### src/rtl/convsched_pkg.sv
package convsched_pkg;
  // Strobes from control to datapath
  typedef struct packed {
    logic launch;  // a conversion starts this cycle
    logic finish;  // the running conversion completes this cycle
  } ctrlStrobe_t;

  // Status from datapath to control
  typedef struct packed {
    logic anyPend;  // a periodic or software request is waiting
    logic gapOpen;  // spacing window allows a launch this cycle
  } dpStatus_t;
endpackage

### src/rtl/convsched_dp.sv
module convsched_dp
  import convsched_pkg::*;
#(
  parameter int MIN_TICK_GAP = 1
) (
  input  logic        clk,
  input  logic        rstN,
  input  logic        regWrEn,
  input  logic        regWrConv,
  input  logic        periodicTrig,
  input  logic        tick1Hz,
  input  ctrlStrobe_t strobe,
  output dpStatus_t   status,
  output logic        convBit
);
  localparam int GAP_W = $clog2(MIN_TICK_GAP + 1);
  localparam logic [GAP_W-1:0] GAP_LOAD = GAP_W'(MIN_TICK_GAP);
  localparam logic [GAP_W-1:0] GAP_ONE  = GAP_W'(1);

  logic             swPend;    // software request waiting for launch
  logic             swActive;  // software request carried by running conversion
  logic             perPend;   // periodic request waiting for launch
  logic [GAP_W-1:0] gapCnt;    // ticks still required before next launch
  logic             swAccept;

  assign convBit  = swPend | swActive;
  assign swAccept = regWrEn & regWrConv & ~convBit;

  always_comb begin
    status.anyPend = swPend | perPend;
    status.gapOpen = (gapCnt == '0) | ((gapCnt == GAP_ONE) & tick1Hz);
  end

  always_ff @(posedge clk) begin
    if (!rstN) begin
      swPend   <= 1'b0;
      swActive <= 1'b0;
      perPend  <= 1'b0;
    end else begin
      if (swAccept)           swPend <= 1'b1;
      else if (strobe.launch) swPend <= 1'b0;

      if (strobe.launch)      swActive <= swPend;
      else if (strobe.finish) swActive <= 1'b0;

      if (periodicTrig)       perPend <= 1'b1;
      else if (strobe.launch) perPend <= 1'b0;
    end
  end

  always_ff @(posedge clk) begin
    if (!rstN)                        gapCnt <= '0;
    else if (strobe.launch)           gapCnt <= GAP_LOAD;
    else if (tick1Hz && gapCnt != '0) gapCnt <= gapCnt - GAP_ONE;
  end
endmodule

### src/rtl/convsched_ctrl.sv
module convsched_ctrl
  import convsched_pkg::*;
(
  input  logic        clk,
  input  logic        rstN,
  input  dpStatus_t   status,
  input  logic        convDone,
  output ctrlStrobe_t strobe,
  output logic        convStart,
  output logic        busy
);
  typedef enum logic {ST_IDLE = 1'b0, ST_RUN = 1'b1} state_t;
  state_t state;

  always_comb begin
    strobe.launch = (state == ST_IDLE) & status.anyPend & status.gapOpen;
    strobe.finish = (state == ST_RUN) & convDone;
  end

  always_ff @(posedge clk) begin
    if (!rstN) begin
      state     <= ST_IDLE;
      convStart <= 1'b0;
    end else begin
      convStart <= strobe.launch;
      if (strobe.launch)      state <= ST_RUN;
      else if (strobe.finish) state <= ST_IDLE;
    end
  end

  assign busy = (state == ST_RUN);
endmodule

### src/rtl/convsched_top.sv
module convsched_top
  import convsched_pkg::*;
#(
  parameter int MIN_TICK_GAP = 1
) (
  input  logic clk,
  input  logic rstN,
  input  logic regWrEn,
  input  logic regWrConv,
  input  logic periodicTrig,
  input  logic tick1Hz,
  input  logic convDone,
  output logic convStart,
  output logic busy,
  output logic convBit
);
  ctrlStrobe_t strobe;
  dpStatus_t   status;

  convsched_dp #(.MIN_TICK_GAP(MIN_TICK_GAP)) dp_i (
    .clk(clk), .rstN(rstN), .regWrEn(regWrEn), .regWrConv(regWrConv),
    .periodicTrig(periodicTrig), .tick1Hz(tick1Hz), .strobe(strobe),
    .status(status), .convBit(convBit)
  );

  convsched_ctrl ctrl_i (
    .clk(clk), .rstN(rstN), .status(status), .convDone(convDone),
    .strobe(strobe), .convStart(convStart), .busy(busy)
  );
endmodule

### config.mk
export PLATFORM = sky130hd
export DESIGN_NAME = convsched_top
export DESIGN_NICKNAME = d
export VERILOG_FILES = /design/src/rtl/convsched_pkg.sv /design/src/rtl/convsched_dp.sv /design/src/rtl/convsched_ctrl.sv /design/src/rtl/convsched_top.sv
export SDC_FILE = /design/constraint.sdc
export NUM_CORES = 1
export LEC_CHECK = 0
export CAP_MARGIN = 10
export CORE_AREA = 5 5 42 44
export CTS_BUF_LIST = sky130_fd_sc_hd__clkbuf_8
export DETAILED_ROUTE_END_ITERATION = 10
export DIE_AREA = 0 0 47 49
export GPL_TIMING_DRIVEN = 1
export SLEW_MARGIN = 15
export SYNTH_ARGS = -nofsm -noshare
export SYNTH_HDL_FRONTEND = slang
export SYNTH_SLANG_ARGS = --single-unit
### constraint.sdc
create_clock -name clk -period 1.2 [get_ports clk]
set_input_delay 0.36 -clock clk [delete_from_list [all_inputs] [get_ports clk]]
set_output_delay 0.36 -clock clk [all_outputs]
set_load 0.02 [all_outputs]
Word-level counts from Yosys, hierarchy flattened
Index checks and enable logic that the tools add are counted.
{ "totals": {"inputBits": 7, "elab_cells": 32, "romBits": 0, "ram_bits": 0, "register_bits": 6, "latch_bits": 0, "memories": 0} }
{ "op_classes": {"n_mux": 8, "n_reduce_logical": 5, "mul": 0, "add_sub_neg": 1, "n_lt_le_gt_ge": 0, "bitwise": 12, "n_div": 0, "eq_ne": 0, "shift": 0} }
{ "op_table": {"columns": ["cell", "count"], "rows": [
  ["2-to-1 mux 1 bit", 8],
  ["nonzero test 2 bit", 4],
  ["bitwise AND 1 bit", 6],
  ["NOT 1 bit", 3],
  ["OR 1 bit", 3],
  ["logical AND 1 bit", 1],
  ["subtractor 1 bit (second input constant)", 1]
]} }

Logic depth before layout (Yosys ltp)
{ "logic_depth": {"depth_word": 5, "ltp_mapped": 3} }

By module
A second synthesis with hierarchy kept.
{ "unflattened": {"hier_cells": 24, "area_unflattened_um2": 251.5} }
{ "modules_own_cells": {"columns": ["mod", "seq_area_each_um2", "cells_each", "area_per_inst_um2", "n_inst"], "rows": [
  ["convsched_dp", 80.1, 17, 172.7, 1],
  ["convsched_ctrl", 40.0, 7, 78.8, 1]
]} }

Worst setup path after synthesis
No wires, ideal clock.
{ "synth_path": {"path_type": "register to register", "from": "register ctrl_i.state, in the netlist ctrl_i.busy", "to": "register ctrl_i.state, in the netlist ctrl_i.busy", "t_required_ns": 1.085, "path_stages_with_launch": 4, "arrival_ns": 0.856, "synth_period_minus_slack_ns": 0.970, "slack_ns": 0.230, "cell_sequence": "dfxtp_1 o21bai_4 nor2b_4 o21a_1"} }
{ "synth_via": {"elab_chain_cells": 4} }
{ "synth_lines": {"columns": ["item", "line_no", "source"], "rows": [
  ["start: declaration", "convsched_ctrl.sv:13", "state_t state;"],
  ["start signal: assignment", "convsched_ctrl.sv:22", "state <= ST_IDLE;"],
  ["start signal: assignment", "convsched_ctrl.sv:26", "if (strobe.launch) state <= ST_RUN;"],
  ["start signal: assignment", "convsched_ctrl.sv:27", "else if (strobe.finish) state <= ST_IDLE;"],
  ["NOT 1 bit", "convsched_ctrl.sv:16", "strobe.launch = (state == ST_IDLE) & status.anyPend & status.gapOpen;"],
  ["bitwise AND 1 bit (2 in series)", "convsched_ctrl.sv:16", null],
  ["2-to-1 mux 1 bit / nonzero test 2 bit (equally long branches)", null, null]
]} }
Several ways; a longest one is shown, not always the timed one.
A chain may end at the register's enable or synchronous reset.

Worst setup path after layout
{ "layout_path": {"from": "register dp_i.swActive", "to": "output port convBit"} }
{ "layout_via": {"elab_chain_cells": 1} }
{ "layout_lines": {"columns": ["item", "line_no", "source"], "rows": [
  ["start: declaration", "convsched_dp.sv:21", "logic swActive;"],
  ["start signal: assignment", "convsched_dp.sv:43", "if (strobe.launch) swActive <= swPend;"],
  ["OR 1 bit", "convsched_dp.sv:26", "assign convBit = swPend | swActive;"],
  ["end: declaration", "convsched_top.sv:15", "output logic convBit"]
]} }
Every way passes these cells.

==> impl_metrics.toml <==
[synthesis]
synth_warnings = 0
synth_top_flop_cell = "dfxtp_1"
yosysUniqueCellTypes = 15
syn_area_per_cell_um2 = 10.0
mappedNetlistArea_um2 = 240
synth_area_leaders = "dfxtp_1, o21bai_4, nand2_1"
ys_ff_latch = 6
seq_area_frac_synth = 0.500
yosysMostFrequentCell = "dfxtp_1"
synthArstFlopShare = 0
syn_inst = 24
synth_top_cell_by_area = "dfxtp_1"
synth_top_area_share = 0.500
synth_top_cells_by_count = "dfxtp_1, nand2_1, o21ai_0"
synth_edf_count = 0
syn_nets = 31

[timing]
tightestPinTransition_ns = 0.230
min_period_ns = 1.18
fmax_ghz = 0.851
rsz0062_at_grt = "yes"
fin_ws_ns = 0.0245
hold_viol = 0
clock_skew_ns = 0.00154
slew_headroom = 0.846
fin_crit_sh = 0.980
setup_viol = 0
slew_viol_final = 0

[worst_setup_path]
reg2reg_to = "dp_i.swActive"
critical_path.max_stage_delay_ns = 0.31
path_buf_inv = 2
r2r-start = "ctrl_i.busy"
cp_top_family = "flip-flops"
path_class = "flop to output pin"
critPathSlowestCell = "dfxtp_2"
crit_chain = "nor2_2 -> inv_1 -> buf_6"
arrival_ns = 0.82
start_kind = "flop"
end_kind = "output pin"
reg2reg_depth = 4
path_max_fanout = 2
worst-r2r-setup-slack_ns = 0.18
worstPathRequired_ns = 0.84

[worst_hold_path]
worstHoldStart = "dp_i.swActive"
hold-path-endpoint = "dp_i.swActive"
hold_path_depth = 2
min_path_type = "flop to flop"

[drt]
routed_wl_um = 485
firstDrtPassIters = 2
routed_via_density = 3.80
num_vias = 213
drc = 0
postRouteAntennaNets = 0
first_iter_violations = 1
wl_per_cell_um = 8.66

[final_layout]
fin_cells = 56
final_common_cell = "clkdlybuf4s50_1"
nFillCells = 146
antenna_cells = 0
drive_gt1_frac = 0.350
syn_to_final_growth_pct = 81.3
layout_common_cells = "clkdlybuf4s50_1, dfxtp_1, nand2_1, buf_4, clkbuf_8"
fin_nets = 49

[power]
clkPwrFrac = 0.436
p_leak_nw = 0.187
p_sw_frac = 0.223
switchingPower_mw = 0.150
ir_worst_vdd_mv = 0.866
combinationalPowerShare = 0.216
power_density_nw_per_um2 = 1550
seqPwrFrac = 0.348
p_int_mw = 0.525

[floorplan]
num_io_pins = 10
fp.dieW_um = 47
core_um2 = 1400
rows = 14
die-height_um = 49
initial_utilization = 0.171
die-area_um2 = 2300

[clock_network]
clk_pin_slew_worst_paths_ns = 0.03
cts_tree = "yes"
cts_inserted_buffers = 3
clock_sinks = 6
cts.path.max_buffers = 2
insertion_delay_ns = 0.22
htree_num_levels = 1
cts_root_buf = "clkbuf_8"
ctsHoldBuffers = 0

[placed_design]
place.gp.congestion = 0.754
pre_cts_slack_ns = -0.196
dpl.cell_count = 51
io_buffer_count = 9
hpwl_um = 380

[job]
cap_viol_max_count = 0

[grt]
use_met3 = 0.0590
grtUsageMet1 = 0.0597
grt_pass1_vias = 180
antenna_found_initial = 0
grt_overflow_total = 0
use_met2 = 0.0543
grt_max_degree = 9
grt_pass1_wl_um = 786
grt_util_all_layers = 0.0558
gr-max-usage-layer = "met1"

[outcome]
status = "complete, no violations"
-- what timing repair did --
item / in CTS / in global routing
pin swaps: 1 / 1
setup endpoints to repair: 3 / 2
endpoints found under the hold margin: 0 / 0
buffers inserted: 2 / 0
gates resized for setup: 11 / 3
-- logic make-up after synthesis --
group           Yosys count  synth area share
simple gates             11             0.260
flops                     6             0.500
compound gates            5             0.182
mux                       1            0.0417
buf+inv                   1            0.0156
-- state kept, by name (all words and copies together), names as in the netlist --
name              count
ctrl_i.busy           1
ctrl_i.convStart      1
dp_i.gapCnt           1
dp_i.perPend          1
dp_i.swActive         1
dp_i.swPend           1
-- worst max-delay path by stage --
stage	startpoint	endpoint	cells after the start	slack, ns
CTS	dp_i.swPend	convBit	3	-0.005
detailed placement	tick1Hz	dp_i.swActive	4	-0.20
global route	dp_i.swActive	convBit	3	-0.01
floorplan	ctrl_i.busy	ctrl_i.busy	3	0.23
finish	dp_i.swActive	convBit	3	0.02
global placement	tick1Hz	dp_i.swActive	4	-0.18
-- worst register-to-register path, cell delays in order, from the launching register on --
cell and delay, ns:
dfxtp_1 0.30, buf_4 0.13, o21bai_4 0.17, nor2b_4 0.15, mux2i_1 0.19
-- layout make-up --
cell class	instances	area (um^2)	area share
Tap cell	16	20.0	0.0460
Inverter	1	3.75	0.00862
Multi-Input combinational cell	17	126	0.290
Clock buffer	3	41.3	0.0948
Sequential cell	6	121	0.279
Timing Repair Buffer	13	123	0.282
-- layer usage --
| metal | part of all wire | vias up | wire length (um) |
|---|---|---|---|
| li1 | - | 113 | - |
| met1 | 0.42 | 87 | 203 |
| met2 | 0.40 | 9 | 193 |
| met3 | 0.13 | 4 | 62 |
| met4 | 0.052 | 0 | 25 |
| met5 | 0 | - | 0 |
-- power by group through the flow --
stage	Sequential, mW	Combinational (mW)	Clock (mW)
after CTS	0.231	0.145	0.301
after global routing	0.237	0.159	0.317
final	0.235	0.146	0.295
after detailed placement	0.234	0.135	0
after global placement	0.234	0.134	0
after floorplan	0.246	0.0574	0
-- through the flow --
step	instance area, um^2	setup TNS (ns)	utilization	hold WS, ns	power [mW]
after CTS	424	-0.00459	0.303	0.470	0.677
final	435	0	0.311	0.471	0.675
after floorplan	240	0	-	0.447	0.304
after detailed placement	365	-1.09	0.261	0.466	0.369
after global placement	365	-0.997	0.261	0.472	0.368
after global routing	435	-0.0116	0.311	0.486	0.712
No activity file was read; power rests on OpenSTA's default activity.
